<file path="config.mk">
export PLATFORM = sky130hd
export DESIGN_NAME = irq_prio_tracker
export DESIGN_NICKNAME = d
export VERILOG_FILES = /design/src/rtl/ipt_pkg.sv /design/src/rtl/ipt_hi_find.sv /design/src/rtl/ipt_vec_bank.sv /design/src/rtl/ipt_prio_calc.sv /design/src/rtl/irq_prio_tracker.sv
export SDC_FILE = /design/constraint.sdc
export NUM_CORES = 2
export LEC_CHECK = 0
export BUFFER_PORTS_ARGS = -buffer_cell sky130_fd_sc_hd__buf_2
export CAP_MARGIN = 0
export CORE_MARGIN = 4
export CORE_UTILIZATION = 40
export CTS_CLUSTER_SIZE = 25
export DETAILED_ROUTE_END_ITERATION = 6
export GPL_TIMING_DRIVEN = 0
export PLACE_DENSITY = 0.58
export RECOVER_POWER = 100
export SLEW_MARGIN = 20
export SYNTH_ARGS = -nofsm -noshare
export SYNTH_HDL_FRONTEND = slang
export SYNTH_SLANG_ARGS = --single-unit
</file>
<file path="constraint.sdc">
create_clock -name clk_i -period 7.6 [get_ports clk_i]
set_clock_uncertainty 0.1 [all_clocks]
set_input_delay 1.52 -clock clk_i [delete_from_list [all_inputs] [get_ports clk_i]]
set_output_delay 1.52 -clock clk_i [all_outputs]
set_load 0.05 [all_outputs]
</file>
<file path="src/rtl/ipt_pkg.sv">
package ipt_pkg;
  localparam int unsigned PRIO_W = 8;
  localparam int unsigned CLS_W  = 4;
  typedef logic [PRIO_W-1:0] prio_t;
  typedef logic [CLS_W-1:0]  cls_t;
endpackage

</file>
<file path="src/rtl/ipt_hi_find.sv">
module ipt_hi_find #(
  parameter int unsigned W  = 256,
  parameter int unsigned IW = $clog2(W)
) (
  input  logic [W-1:0]  vec_i,
  output logic          any_o,
  output logic [IW-1:0] idx_o
);
  always_comb begin
    any_o = 1'b0;
    idx_o = '0;
    for (int i = 0; i < W; i++) begin
      if (vec_i[i]) begin
        any_o = 1'b1;
        idx_o = IW'(i);
      end
    end
  end
endmodule

</file>
<file path="src/rtl/ipt_vec_bank.sv">
module ipt_vec_bank #(
  parameter int unsigned NUM_VEC  = 256,
  parameter int unsigned NUM_RSVD = 16,
  parameter int unsigned VEC_W    = $clog2(NUM_VEC)
) (
  input  logic               clk_i,
  input  logic               rst_ni,
  input  logic               set_en_i,
  input  logic [VEC_W-1:0]   set_vec_i,
  input  logic               set_level_i,
  input  logic               ack_en_i,
  input  logic [VEC_W-1:0]   ack_vec_i,
  input  logic               eoi_en_i,
  input  logic [VEC_W-1:0]   eoi_vec_i,
  output logic [NUM_VEC-1:0] irr_o,
  output logic [NUM_VEC-1:0] isr_o,
  output logic [NUM_VEC-1:0] tmr_o
);
  for (genvar g = 0; g < NUM_VEC; g++) begin : g_bit
    if (g < NUM_RSVD) begin : g_rsvd
      assign irr_o[g] = 1'b0;
      assign isr_o[g] = 1'b0;
      assign tmr_o[g] = 1'b0;
    end else begin : g_live
      logic irr_r, isr_r, tmr_r;
      logic hit_set, hit_ack, hit_eoi;
      assign hit_set = set_en_i && (set_vec_i == VEC_W'(g));
      assign hit_ack = ack_en_i && (ack_vec_i == VEC_W'(g));
      assign hit_eoi = eoi_en_i && (eoi_vec_i == VEC_W'(g));
      always_ff @(posedge clk_i or negedge rst_ni) begin
        if (!rst_ni) begin
          irr_r <= 1'b0;
          isr_r <= 1'b0;
          tmr_r <= 1'b0;
        end else begin
          // new delivery wins over a same-cycle acknowledge of the same vector
          if (hit_set)      irr_r <= 1'b1;
          else if (hit_ack) irr_r <= 1'b0;
          if (hit_ack)      isr_r <= 1'b1;
          else if (hit_eoi) isr_r <= 1'b0;
          if (hit_set)      tmr_r <= set_level_i;
        end
      end
      assign irr_o[g] = irr_r;
      assign isr_o[g] = isr_r;
      assign tmr_o[g] = tmr_r;
    end
  end
endmodule

</file>
<file path="src/rtl/ipt_prio_calc.sv">
module ipt_prio_calc
  import ipt_pkg::*;
#(
  parameter int unsigned VEC_W = 8
) (
  input  prio_t             tpr_i,
  input  logic              irr_any_i,
  input  logic [VEC_W-1:0]  irr_top_i,
  input  logic              isr_any_i,
  input  logic [VEC_W-1:0]  isr_top_i,
  output prio_t             ppr_o,
  output prio_t             apr_o,
  output logic              int_req_o,
  output logic [VEC_W-1:0]  int_vec_o
);
  cls_t tpr_cls, isr_cls, irr_cls, apr_hi, and_cls;

  assign tpr_cls = tpr_i[PRIO_W-1 -: CLS_W];
  assign isr_cls = isr_any_i ? isr_top_i[VEC_W-1 -: CLS_W] : '0;
  assign irr_cls = irr_any_i ? irr_top_i[VEC_W-1 -: CLS_W] : '0;
  assign and_cls = tpr_cls & isr_cls;
  assign apr_hi  = (and_cls > irr_cls) ? and_cls : irr_cls;

  always_comb begin
    if (tpr_cls >= isr_cls) ppr_o = tpr_i;
    else                    ppr_o = {isr_cls, {(PRIO_W-CLS_W){1'b0}}};
    if (tpr_cls >= irr_cls && tpr_cls > isr_cls) apr_o = tpr_i;
    else                                        apr_o = {apr_hi, {(PRIO_W-CLS_W){1'b0}}};
  end

  // highest pending has the highest class; if it is blocked, all are
  assign int_req_o = irr_any_i && (irr_cls > ppr_o[PRIO_W-1 -: CLS_W]);
  assign int_vec_o = irr_top_i;
endmodule

</file>
<file path="src/rtl/irq_prio_tracker.sv">
module irq_prio_tracker
  import ipt_pkg::*;
#(
  parameter int unsigned NUM_VEC  = 256,
  parameter int unsigned NUM_RSVD = 16,
  localparam int unsigned VEC_W   = $clog2(NUM_VEC)
) (
  input  logic               clk_i,
  input  logic               rst_ni,
  input  logic               dlv_valid_i,
  input  logic [VEC_W-1:0]   dlv_vec_i,
  input  logic               dlv_level_i,
  input  logic               tpr_we_i,
  input  logic [7:0]         tpr_wdata_i,
  input  logic               ack_i,
  input  logic               eoi_i,
  output logic               int_req_o,
  output logic [VEC_W-1:0]   int_vec_o,
  output logic [7:0]         tpr_o,
  output logic [7:0]         ppr_o,
  output logic [7:0]         apr_o,
  output logic [NUM_VEC-1:0] irr_o,
  output logic [NUM_VEC-1:0] isr_o,
  output logic [NUM_VEC-1:0] tmr_o,
  output logic               eoi_bcast_o,
  output logic [VEC_W-1:0]   eoi_bcast_vec_o
);
  prio_t            tpr_q;
  logic             irr_any, isr_any;
  logic [VEC_W-1:0] irr_top, isr_top;
  logic             dlv_ok, ack_fire, eoi_fire;
  logic             bc_q;
  logic [VEC_W-1:0] bc_vec_q;

  assign dlv_ok   = dlv_valid_i && (dlv_vec_i >= VEC_W'(NUM_RSVD));
  assign ack_fire = ack_i && int_req_o;
  assign eoi_fire = eoi_i && isr_any;

  ipt_vec_bank #(.NUM_VEC(NUM_VEC), .NUM_RSVD(NUM_RSVD), .VEC_W(VEC_W)) u_bank (
    .clk_i      (clk_i),
    .rst_ni     (rst_ni),
    .set_en_i   (dlv_ok),
    .set_vec_i  (dlv_vec_i),
    .set_level_i(dlv_level_i),
    .ack_en_i   (ack_fire),
    .ack_vec_i  (int_vec_o),
    .eoi_en_i   (eoi_fire),
    .eoi_vec_i  (isr_top),
    .irr_o      (irr_o),
    .isr_o      (isr_o),
    .tmr_o      (tmr_o)
  );

  ipt_hi_find #(.W(NUM_VEC), .IW(VEC_W)) u_irr_find (
    .vec_i(irr_o), .any_o(irr_any), .idx_o(irr_top)
  );
  ipt_hi_find #(.W(NUM_VEC), .IW(VEC_W)) u_isr_find (
    .vec_i(isr_o), .any_o(isr_any), .idx_o(isr_top)
  );

  ipt_prio_calc #(.VEC_W(VEC_W)) u_calc (
    .tpr_i    (tpr_q),
    .irr_any_i(irr_any),
    .irr_top_i(irr_top),
    .isr_any_i(isr_any),
    .isr_top_i(isr_top),
    .ppr_o    (ppr_o),
    .apr_o    (apr_o),
    .int_req_o(int_req_o),
    .int_vec_o(int_vec_o)
  );

  always_ff @(posedge clk_i or negedge rst_ni) begin
    if (!rst_ni) begin
      tpr_q    <= '0;
      bc_q     <= 1'b0;
      bc_vec_q <= '0;
    end else begin
      if (tpr_we_i) tpr_q <= tpr_wdata_i;
      bc_q <= eoi_fire && tmr_o[isr_top];
      if (eoi_fire) bc_vec_q <= isr_top;
    end
  end

  assign tpr_o           = tpr_q;
  assign eoi_bcast_o     = bc_q;
  assign eoi_bcast_vec_o = bc_vec_q;
endmodule

</file>
==> impl_summary.txt <==
----------------------------------------------------
[Setup path]
  Crit path largest cell delay ... 1000 ps
  Critical path buffers and inverters ... 2
  Most numerous cell on the critical path ... nand2_1
  Worst path required time ... roughly 8000 ps
  Signal arrival time at the worst endpoint ... slightly above 8000 ps
  Critical-path maximum fanout ... 10
  Reg2Reg Depth ... 12
  Path length in cells of the critical path ... 12
  Dominant delay contributor by cell family on the critical path ... compound AO/OA/AOI/OAI gates
  Type of element capturing the critical path ... flip-flop
  Type of the setup path with the least slack ... reg2reg
  Series of cell instances along the critical path ... nor2_1 -> o31ai_1 -> a2111oi_0 -> nand4_1 -> a311oi_1 -> o2111ai_2 -> a211oi_2 -> clkbuf_1 -> nand2_1 -> buf_1 -> o21ai_0 -> nand2_1
  Critical path launch point type ... flip-flop
  Slowest-stage cell, CP ... a311oi_1

[STA]
  Number of slew-limit violations in the final report ... 242
  Final min period ... 7687 ps
  Final hold violation count ... 0
  Worst slew margin relative to its limit ... -2.445
  Setup Viol. Count Final ... 10
  Slew at the pin closest to its max-slew limit ... a little over 5000 ps
  Crit path setup slack, layout ... -87.04 ps
  Max Clk Rate ... around 130 MHz
  Final critical-path share of the clock period ... 1.011
  Post-Route Hold Slack ... 384.2 ps

[Synthesis]
  Most area-hungry cell type in the Yosys netlist ... dfrtp_1
  Most numerous cell in the Yosys netlist ... buf_4
  Xor/xnor cell area share of the yosys netlist ... 0
  Most frequent cells after synthesis ... 773 x buf_4, 737 x dfrtp_1, 575 x nand2_1
  Main combinational cell family by area after synthesis ... simple AND/OR/NAND/NOR gates
  Count of flip-flops with a built-in enable after synthesis ... 0
  Netlist cell types ... 80
  Yosys warnings ... 0
  Syn avg cell area ... 8.854 sq um
  Share of cell area taken by muxes after synthesis ... 0.07011
  Synthesized-area fraction occupied by ao, oa, aoi and oai cells ... 0.1571
  Total standard cell area after synthesis ... 44150 sq um
  Register area share after synthesis ... 0.4177
  Post-synthesis cell count ... about 5000
  Simple-gate portion of the synthesized area ... 0.1892
  Main flop type after synthesis ... dfrtp_1
  Most area-consuming cells after synthesis ... dfrtp_1 42%, buf_4 13%, mux2_2 6.2%, nand2_1 4.9%, o21ai_0 4.1%
  Ys async rst share ... 1.000
  Adder-cell share of the synthesized area ... 0.005667
  Number of flip-flops and latches in the synthesized netlist ... about 740
  Area share of the largest cell type after synthesis ... 0.4177

[Detailed routing]
  Wirelength per Cell ... between 30 and 40 microns
  Final ANT Viol Nets ... 0
  Iteration-0 DRC count of the detailed router ... just under 7000
  Overall via count from detail_route ... ~47000
  Routed wire length ... between 200000 and 300000 microns
  1st-pass router iterations ... 7
  Number of remaining DRC errors ... 0
  Via/cell ratio ... between 6 and 7

[Global route]
  Largest net degree at the start of global routing ... 97
  Vias in the first global route ... 42880
  Antenna violations before repair ... 27
  Total routing resource utilization after global routing ... 0.4637
  Global-route wire length before repair ... between 300000 and 400000 microns
  Leftover overflow at the end of global routing ... 0

[CTS]
  Buffer type at the clock tree root ... clkbuf_16
  Clock-pin slew on the worst setup and hold paths ... ~60 ps
  Number of buffers on the longest clock path ... 3
  Number of hold-repair buffers added at the cts stage ... 0
  Clock sinks ... 737
  Inserted Clock Buffers ... 85
  Clock latency at the later pin of the worst-skew pair ... approximately 700 ps
  CTS tree ... yes
  Htree depth ... 3

[Placed design]
  Cell count after placement ... between 7000 and 8000
  Routability congestion estimate ... ~1.0
  Port Buf Inserts ... a little under 800
  Sum of net half-perimeters after detailed placement ... between 200000 and 250000 microns

[Die]
  Core Footprint ... roughly 110000 sq um
  Die area ... about 120000 sq um
  I/O Pins ... between 800 and 900
  Std cell rows ... ~120
  Starting density of the core ... 0.4045
  Die width ... 340.2 microns
  Die Height ... ~340 microns

[Status]
  Failing checks ... max-capacitance violations, max-slew violations, negative setup slack
  Status ... finished with violations

[Layout]
  Final Core Density ... 0.4894
  Storage cell area ... 18450 sq um
  Share of layout cells above drive strength 1 ... 0.2313
  Non-filler instance count after layout ... 7511
  Number of inserted filler cells in the final layout ... roughly 11000
  Multi-input combinational cell area ... 19530 sq um
  # nets final ... between 5000 and 6000
  Area growth from synthesis to final layout ... 21.00%

[Run]
  Max-cap violations ... 11

[Min path]
  Hold Path Depth ... 2
  Worst min path class ... reg2reg

----------------------------------------------------
## cell families (layout without fill, tap and decap cells)
logic type,after synthesis,after routing
AND/OR/NAND/NOR,1800,1800
buffers and inverters,1105,2084
AO/OA/AOI/OAI,1045,1045
flip-flops,737,737
multiplexers,279,279
adder cells (fa/ha/maj),20,20
other,1,70
## state kept, by name, summed over array words and instances, names as in the netlist
name / cells
eoi_bcast_o: 1
tpr_o: 8
u_bank.g_bit.g_live.irr_r: 240
u_bank.g_bit.g_live.isr_r: 240
eoi_bcast_vec_o: 8
u_bank.g_bit.g_live.tmr_r: 240
## worst min-delay path: cells and delay by family (launching register included)
family             cells  cell delay [ps]
AOI/OAI and AO/OA      1               60
DFF                    1              340
and+or+nand+nor        1               50
## routing by layer
metal	track usage	part of all wire	vias to the layer above
li1	-	-	18850
met1	0.6017	0.38	23300
met2	0.6780	0.42	3806
met3	0.1510	0.12	843
met4	0.2658	0.073	18
met5	0	0.00046	-
## placed cells by master (no fill, tap or decap), types with 48 or more instances in the layout
master,synthesis,layout
clkbuf_16,0,87
dfrtp_1,737,729
a21o_1,162,161
nor2_1,413,401
nand2_1,575,574
o21ai_0,360,358
buf_4,773,794
nand3_1,345,325
a21oi_1,127,122
nor4_1,142,110
clkbuf_1,181,935
nor3_1,106,98
a22o_1,79,79
inv_1,120,117
conb_1,1,48
buf_2,13,52
mux2_2,242,240
## worst paths after layout
kind                                                   to  slack, ps                            from
max                         u_bank.g_bit[96].g_live.isr_r        -90  u_bank.g_bit[126].g_live.isr_r
max reg2reg                 u_bank.g_bit[96].g_live.isr_r        -90  u_bank.g_bit[126].g_live.isr_r
min                                    eoi_bcast_vec_o[3]        380              eoi_bcast_vec_o[3]
max in group asynchronous  u_bank.g_bit[206].g_live.irr_r       1060                          rst_ni
min in group asynchronous  u_bank.g_bit[214].g_live.tmr_r       2610                          rst_ni
min reg2reg                            eoi_bcast_vec_o[3]        380              eoi_bcast_vec_o[3]
## timing repair
action                                  CTS  global route
pin swaps                                 4             6
setup buffers                             5            11
endpoints found under the setup margin  497           312
gates resized for setup                  73            77
hold endpoints to repair                  0             0
## metrics by stage
| step | setup slack, ps | area [sq um] | TNS [ps] |
|---|---|---|---|
| 3_5_place_dp | -2325 | 50830 | -671880 |
| 5_1_grt | -142.8 | 53370 | -2506 |
| 6_report | -87.04 | 53430 | -431.2 |
| 2_1_floorplan | 314.5 | 44330 | 0 |
| 4_1_cts | -9.904 | 54100 | -9.904 |
| 3_3_place_gp | -11520 | 50090 | - |
## layout make-up
class	count	area share
multi-input combinational	3192	0.3655
sequential	737	0.3454
buffer	984	0.1246
timing repair buffer	829	0.06551
clock buffer	120	0.04682
tap	1476	0.03457
inverter	120	0.008572
clock inverter	31	0.008056
antenna	22	0.001030
Power is left out: the tool's default activity adds up to more than one toggle a clock period on the data nets, which glitch-free logic cannot reach.
